### src/rtl/scr_pkg.sv
package scr_pkg;

    localparam int SYM_W    = 5;
    localparam int LFSR_W   = 11;
    localparam int TAP_FAR  = 11;
    localparam int TAP_NEAR = 9;
    localparam int ADDR_W   = 5;
    localparam int USER_W   = 6;
    localparam logic [LFSR_W-1:0] SEED_DFLT = 11'h7FF;

    typedef logic [LFSR_W-1:0] lfsr_t;
    typedef logic [SYM_W-1:0]  sym_t;

    typedef struct packed {
        lfsr_t st;
        sym_t  key;
    } adv_t;

    typedef enum logic [1:0] {
        K_HOLD = 2'd0,
        K_STEP = 2'd1,
        K_LOAD = 2'd2
    } kop_t;

    // st[0] is the newest history bit, st[LFSR_W-1] the oldest
    function automatic adv_t lfsr_run(input lfsr_t s);
        adv_t r;
        logic nb;
        r.st  = s;
        r.key = '0;
        for (int i = 0; i < SYM_W; i++) begin
            nb       = r.st[TAP_FAR-1] ^ r.st[TAP_NEAR-1];
            r.key[i] = nb;
            r.st     = {r.st[LFSR_W-2:0], nb};
        end
        return r;
    endfunction

endpackage

### src/rtl/scr_seed_mux.sv
module scr_seed_mux
    import scr_pkg::*;
(
    input  logic [ADDR_W-1:0] port_addr,
    input  logic [USER_W-1:0] user_seed,
    output lfsr_t             seed
);
    localparam int RAW_W = ADDR_W + USER_W;

    logic [RAW_W-1:0] raw;

    assign raw  = {port_addr, user_seed};
    assign seed = (raw == '0) ? SEED_DFLT : lfsr_t'(raw);
endmodule

### src/rtl/scr_keygen.sv
module scr_keygen
    import scr_pkg::*;
(
    input  logic  clk,
    input  logic  rst,
    input  logic  adv,
    input  logic  load,
    input  lfsr_t seed,
    output sym_t  key,
    output lfsr_t st_q
);
    kop_t op;
    adv_t nxt;

    assign nxt = lfsr_run(st_q);
    assign key = nxt.key;

    always_comb begin
        if (load)     op = K_LOAD;
        else if (adv) op = K_STEP;
        else          op = K_HOLD;
    end

    always_ff @(posedge clk) begin
        if (rst) begin
            st_q <= SEED_DFLT;
        end else begin
            case (op)
                K_LOAD:  st_q <= seed;
                K_STEP:  st_q <= nxt.st;
                default: st_q <= st_q;
            endcase
        end
    end
endmodule

### src/rtl/scr_mix.sv
module scr_mix
    import scr_pkg::*;
(
    input  logic clk,
    input  logic rst,
    input  logic vld,
    input  sym_t sym,
    input  sym_t key,
    input  logic bypass,
    output logic out_vld,
    output sym_t out_sym
);
    sym_t mixed;

    for (genvar i = 0; i < SYM_W; i++) begin : g_bit
        assign mixed[i] = bypass ? sym[i] : (sym[i] ^ key[i]);
    end

    always_ff @(posedge clk) begin
        if (rst) begin
            out_vld <= 1'b0;
            out_sym <= '0;
        end else begin
            out_vld <= vld;
            out_sym <= vld ? mixed : '0;
        end
    end
endmodule

### src/rtl/scr_top.sv
module scr_top
    import scr_pkg::*;
(
    input  logic              clk,
    input  logic              rst,
    input  logic              in_vld,
    input  logic [SYM_W-1:0]  in_sym,
    input  logic              bypass,
    input  logic              seed_ld,
    input  logic [ADDR_W-1:0] port_addr,
    input  logic [USER_W-1:0] user_seed,
    output logic              out_vld,
    output logic [SYM_W-1:0]  out_sym
);
    lfsr_t seed;
    lfsr_t st_q;
    sym_t  key;

    scr_seed_mux u_seed (
        .port_addr (port_addr),
        .user_seed (user_seed),
        .seed      (seed)
    );

    scr_keygen u_key (
        .clk  (clk),
        .rst  (rst),
        .adv  (in_vld),
        .load (seed_ld),
        .seed (seed),
        .key  (key),
        .st_q (st_q)
    );

    scr_mix u_mix (
        .clk     (clk),
        .rst     (rst),
        .vld     (in_vld),
        .sym     (in_sym),
        .key     (key),
        .bypass  (bypass),
        .out_vld (out_vld),
        .out_sym (out_sym)
    );
endmodule

### config.mk
export PLATFORM = sky130hd
export DESIGN_NAME = scr_top
export DESIGN_NICKNAME = d
export VERILOG_FILES = /design/src/rtl/scr_pkg.sv /design/src/rtl/scr_seed_mux.sv /design/src/rtl/scr_keygen.sv /design/src/rtl/scr_mix.sv /design/src/rtl/scr_top.sv
export SDC_FILE = /design/constraint.sdc
export NUM_CORES = 1
export LEC_CHECK = 0
export BUFFER_PORTS_ARGS = -buffer_cell sky130_fd_sc_hd__buf_2
export CORE_MARGIN = 5
export CORE_UTILIZATION = 46
export CTS_CLUSTER_SIZE = 14
export DETAILED_ROUTE_END_ITERATION = 12
export PLACE_DENSITY = 0.84
export SLEW_MARGIN = 10
export SYNTH_ARGS = -nofsm -noshare
export SYNTH_HDL_FRONTEND = slang
export SYNTH_SLANG_ARGS = --single-unit
### constraint.sdc
create_clock -name clk -period 1.2 [get_ports clk]
set_input_delay 0.12 -clock clk [delete_from_list [all_inputs] [get_ports clk]]
set_output_delay 0.12 -clock clk [all_outputs]
set_load 0.03 [all_outputs]
==> reports/results.env <==
DRT_PRE_ANTENNA_ITERS=4
NUMBER_OF_ANTENNA_VIOLATING_NETS_IN_THE_ROUTED_DESIGN=0
MAX_SLEW.WORST_PIN.SLEW_PS=369
FINAL_LAYOUT_SIZE_SUFFIX_GT1_SHARE_PCT=31.1
VIA_PER_INST=5.49
HOLD_PATH.STARTPOINT='user_seed[0]'
POST-ROUTE-UTIL_PCT=58.9
SYNTH_EDF_COUNT=0
FIN_CRIT_PS=1040
GRT_FIRST_PASS_WIRELENGTH_MM=2.73
CELLPOWERDENSITY_nW_PER_UM2=1290
SYN_AVG_CELL_AREA_SQ_UM=9.75
STATUS='completed'
TOP_COUNT_CELL_POST_SYNTH='sky130_fd_sc_hd__dfxtp_1'
WORST_SKEW_PAIR.LATE_LATENCY_PS=300
WORST_SETUP_PATH_END_KIND='flip-flop'
YS_TYPES=18
ASYNCSETRESETFLOPFRACSYNTH_PCT=0
MAX_CLOCK_FREQ_MHz=960
POST_SYNTH_MOST_FREQUENT_CELLS='sky130_fd_sc_hd__dfxtp_1 (17), sky130_fd_sc_hd__a21oi_1 (10), sky130_fd_sc_hd__a2bb2oi_1 (6), sky130_fd_sc_hd__mux2i_1 (6), sky130_fd_sc_hd__nor2_1 (6)'
COUNT_OF_CELLS_ALONG_THE_WORST_REGISTER_TO_REGISTER_PATH=3
TIMING.MAX_SLEW.REL_SLACK_PCT=75.3
FIN_SKEW_PS=10.8
HOLD_VIOL=0
ROUTE.DETAILED.WL_PER_INST_UM=13.5
CORE_AREA_SQ_UM=1520
ANTENNA_FOUND_INITIAL=0
WORSTHOLDPATHCELLS=2
GP_CONGESTION=0.730
CLK_TRANSITION_REPORTED_PATHS_PS=110
FINAL_COUNT_OF_NEGATIVE_SETUP_SLACK_ENDPOINTS=0
MINIMUM_HOLD_SLACK_PS=51.3
PLACE_WS_PS=78.9
SYNTH_WARNINGS=0
POST_CTS.REPAIR.SETUP_BUFFERS=0
R2R-START='u_key.st_q[6]'
CLOCK_TREE.BUFFER_DEPTH=2
DRT-INITIAL-DRC-COUNT=6
SYNTH_SIMPLE_GATE_AREA_SHARE_PCT=11.3
SYNTH_ADDER_AREA_SHARE_PCT=0
CLOCK_SINK_TOTAL=17
NUM_IO_PINS=27
CRITICAL_PATH.STARTPOINT_TYPE='flip-flop'
CP_DATA_REQUIRED_TIME_PS=1440
ROUTED-VIA-COUNT=653
ROWS=14
SYNTH.AREA.TOP_CELLS='sky130_fd_sc_hd__dfxtp_1 (46%), sky130_fd_sc_hd__mux2i_1 (8.1%), sky130_fd_sc_hd__a2bb2oi_1 (7.1%), sky130_fd_sc_hd__a21oi_1 (6.8%), sky130_fd_sc_hd__xnor2_1 (5.9%)'
RSZ0062_AT_GRT='false'
TRITONCTS='yes'
DIE_WIDTH_UM=50.1
POSTCTSRESIZEDCELLS=0
WL_MM=1.61
GRT_START_MAX_NET_PINS=18
YS_SEQ_ELEMENTS=17
SYN_AREA_SQ_UM=741
HOLD_BUF_COUNT_CTS=0
FLOORPLAN.DIE_AREA_SQ_UM=2510
FINAL.SETUP.WORST_SLACK_PS=159
SYNTHESIS.NETS=97
SYNTHTOLAYOUTAREAGROWTH_PCT=21.1
CTS_ROOT_BUF='sky130_fd_sc_hd__clkbuf_4'
DIE_H_UM=50.1
DRV.MAX_CAP_VIOLATION_COUNT=0
DESIGN_AREA_SQ_UM=897
FIN_CRIT_SH_PCT=86.8
GRT_PASS1_VIAS=643
LARGEST_FAMILY_OF_LOGIC_CELLS_BY_SYNTHESIZED_AREA='compound AO/OA/AOI/OAI gates'
CLOCK_TREE.HTREE_LEVEL_COUNT=1
IO_BUFFERS=26
POWER_LEAKAGE_nW=0.403
XOR_XNOR_SHARE_OF_THE_SYNTHESIZED_AREA_PCT=5.91
SEQ_AREA_FRAC_SYNTH_PCT=45.9
POST-ROUTE-DRC-COUNT=0
IR_WORST_VDD_mV=0.926
WORSTSETUPPATHTYPE='reg2reg'
YOSYS.AREA.TOP_TYPE_SHARE_PCT=45.9
ALL_LAYER_GR_USAGE_PCT=14.6
REG2REG_SETUP_SLACK_PS=160
POST_DP_CELL_AREA_SQ_UM=870
GRT-OVFL-TOTAL=0
YOSYS.AREA.TOP_TYPE='sky130_fd_sc_hd__dfxtp_1'
CRITPATHMAXFANOUT=3
SYNTH_COMPOUND_GATE_AREA_SHARE_PCT=24.8
FINAL-MAX-SLEW-VIOLATION-COUNT=0
POST_SYNTH_INST_COUNT=76
FLOORPLAN.INITIALDENSITY_PCT=48.6
CRIT-REG2REG-CAPTURE='u_mix.out_sym[4]'
AGGREGATE_NEGATIVE_SETUP_SLACK_PS=0
NETS=125
SYNTH_FLOP_CELL='sky130_fd_sc_hd__dfxtp_1'
SYNTH.MUX.AREA_FRACTION_PCT=8.11
WORSTPATHARRIVAL_PS=1280
CTS-BUFFERS-INSERTED=3
WORSTHOLDENDPOINT='u_key.st_q[0]'
N_ANTENNA_CELL=0
MIN-DELAY-PATH-CLASS='in2reg'
==> power by group <==
group | switching [mW] | total [mW] | internal [mW]
Combinational | 0.113 | 0.213 | 0.100
Clock | 0.191 | 0.315 | 0.124
Sequential | 0.0241 | 0.627 | 0.603
==> cells by family after synthesis <==
logic type,count (synthesis)
XOR/XNOR,5
AND/OR/NAND/NOR,16
flip-flops,17
buffers and inverters,5
AO/OA/AOI/OAI,27
multiplexers,6
==> critical path, stage by stage (launching register included) <==
cell and delay [ps]:
sky130_fd_sc_hd__dfxtp_1 350, sky130_fd_sc_hd__xnor2_1 160, sky130_fd_sc_hd__or3_1 320, sky130_fd_sc_hd__a21oi_1 150
==> metal layers <==
metal	vias up	GRT usage, %	part of all wire, %
met3	4	5.42	9.3
met4	0	10.5	2.6
met2	26	21.5	45
li1	336	-	-
met5	-	0	0
met1	287	17.1	44
==> final cells by class <==
class / count / area [sq um]
clock buffers: 3 / 22.5
clock inverters: 1 / 5.00
fillers: 138 / 627
inverters: 2 / 7.51
multi-input cells: 54 / 372
flip-flops and latches: 17 / 340
well taps: 16 / 20.0
repair buffers: 26 / 130
==> metrics by stage <==
| step | instances | power (mW) |
|---|---|---|
| 2_1_floorplan | 76 | 0.779 |
| 3_3_place_gp | 115 | 0.846 |
| 3_5_place_dp | 115 | 0.855 |
| 4_1_cts | 119 | 1.16 |
| 5_1_grt | 119 | 1.22 |
| 6_report | 119 | 1.16 |
==> worst max path at each step <==
| stage | from | end | cells after the start | slack (ps) |
|---|---|---|---|---|
| after floorplan | user_seed[3] | u_key.st_q[0] | 4 | 240 |
| after global placement | port_addr[0] | u_key.st_q[8] | 4 | 70 |
| after detailed placement | port_addr[0] | u_key.st_q[10] | 4 | 80 |
| after CTS | u_key.st_q[4] | u_mix.out_sym[4] | 3 | 130 |
| after global routing | u_key.st_q[4] | u_mix.out_sym[4] | 3 | 50 |
| final | u_key.st_q[6] | u_mix.out_sym[4] | 3 | 160 |
==> cells in the final DEF, fill, tap and decap left out <==
| cell type | instances |
|---|---|
| sky130_fd_sc_hd__nor4_1 | 2 |
| sky130_fd_sc_hd__nor2_1 | 6 |
| sky130_fd_sc_hd__a2bb2oi_1 | 6 |
| sky130_fd_sc_hd__xnor2_1 | 5 |
| sky130_fd_sc_hd__buf_2 | 26 |
| sky130_fd_sc_hd__or3_1 | 5 |
| sky130_fd_sc_hd__o22a_2 | 1 |
| sky130_fd_sc_hd__mux2i_1 | 6 |
| sky130_fd_sc_hd__inv_1 | 2 |
| sky130_fd_sc_hd__nor3_1 | 1 |
| sky130_fd_sc_hd__clkbuf_4 | 3 |
| sky130_fd_sc_hd__a311o_2 | 1 |
| sky130_fd_sc_hd__nand2b_1 | 1 |
| sky130_fd_sc_hd__o22a_1 | 4 |
| sky130_fd_sc_hd__dfxtp_1 | 17 |
| sky130_fd_sc_hd__clkinv_2 | 1 |
| sky130_fd_sc_hd__or2_1 | 1 |
| sky130_fd_sc_hd__a21oi_1 | 10 |
| sky130_fd_sc_hd__o21ai_0 | 5 |
==> flip-flops by register name (all words and copies together), names as in the netlist <==
signal         flops
u_key.st_q        11
u_mix.out_vld      1
u_mix.out_sym      5
Note: power is estimated with default switching activity, not from simulation.
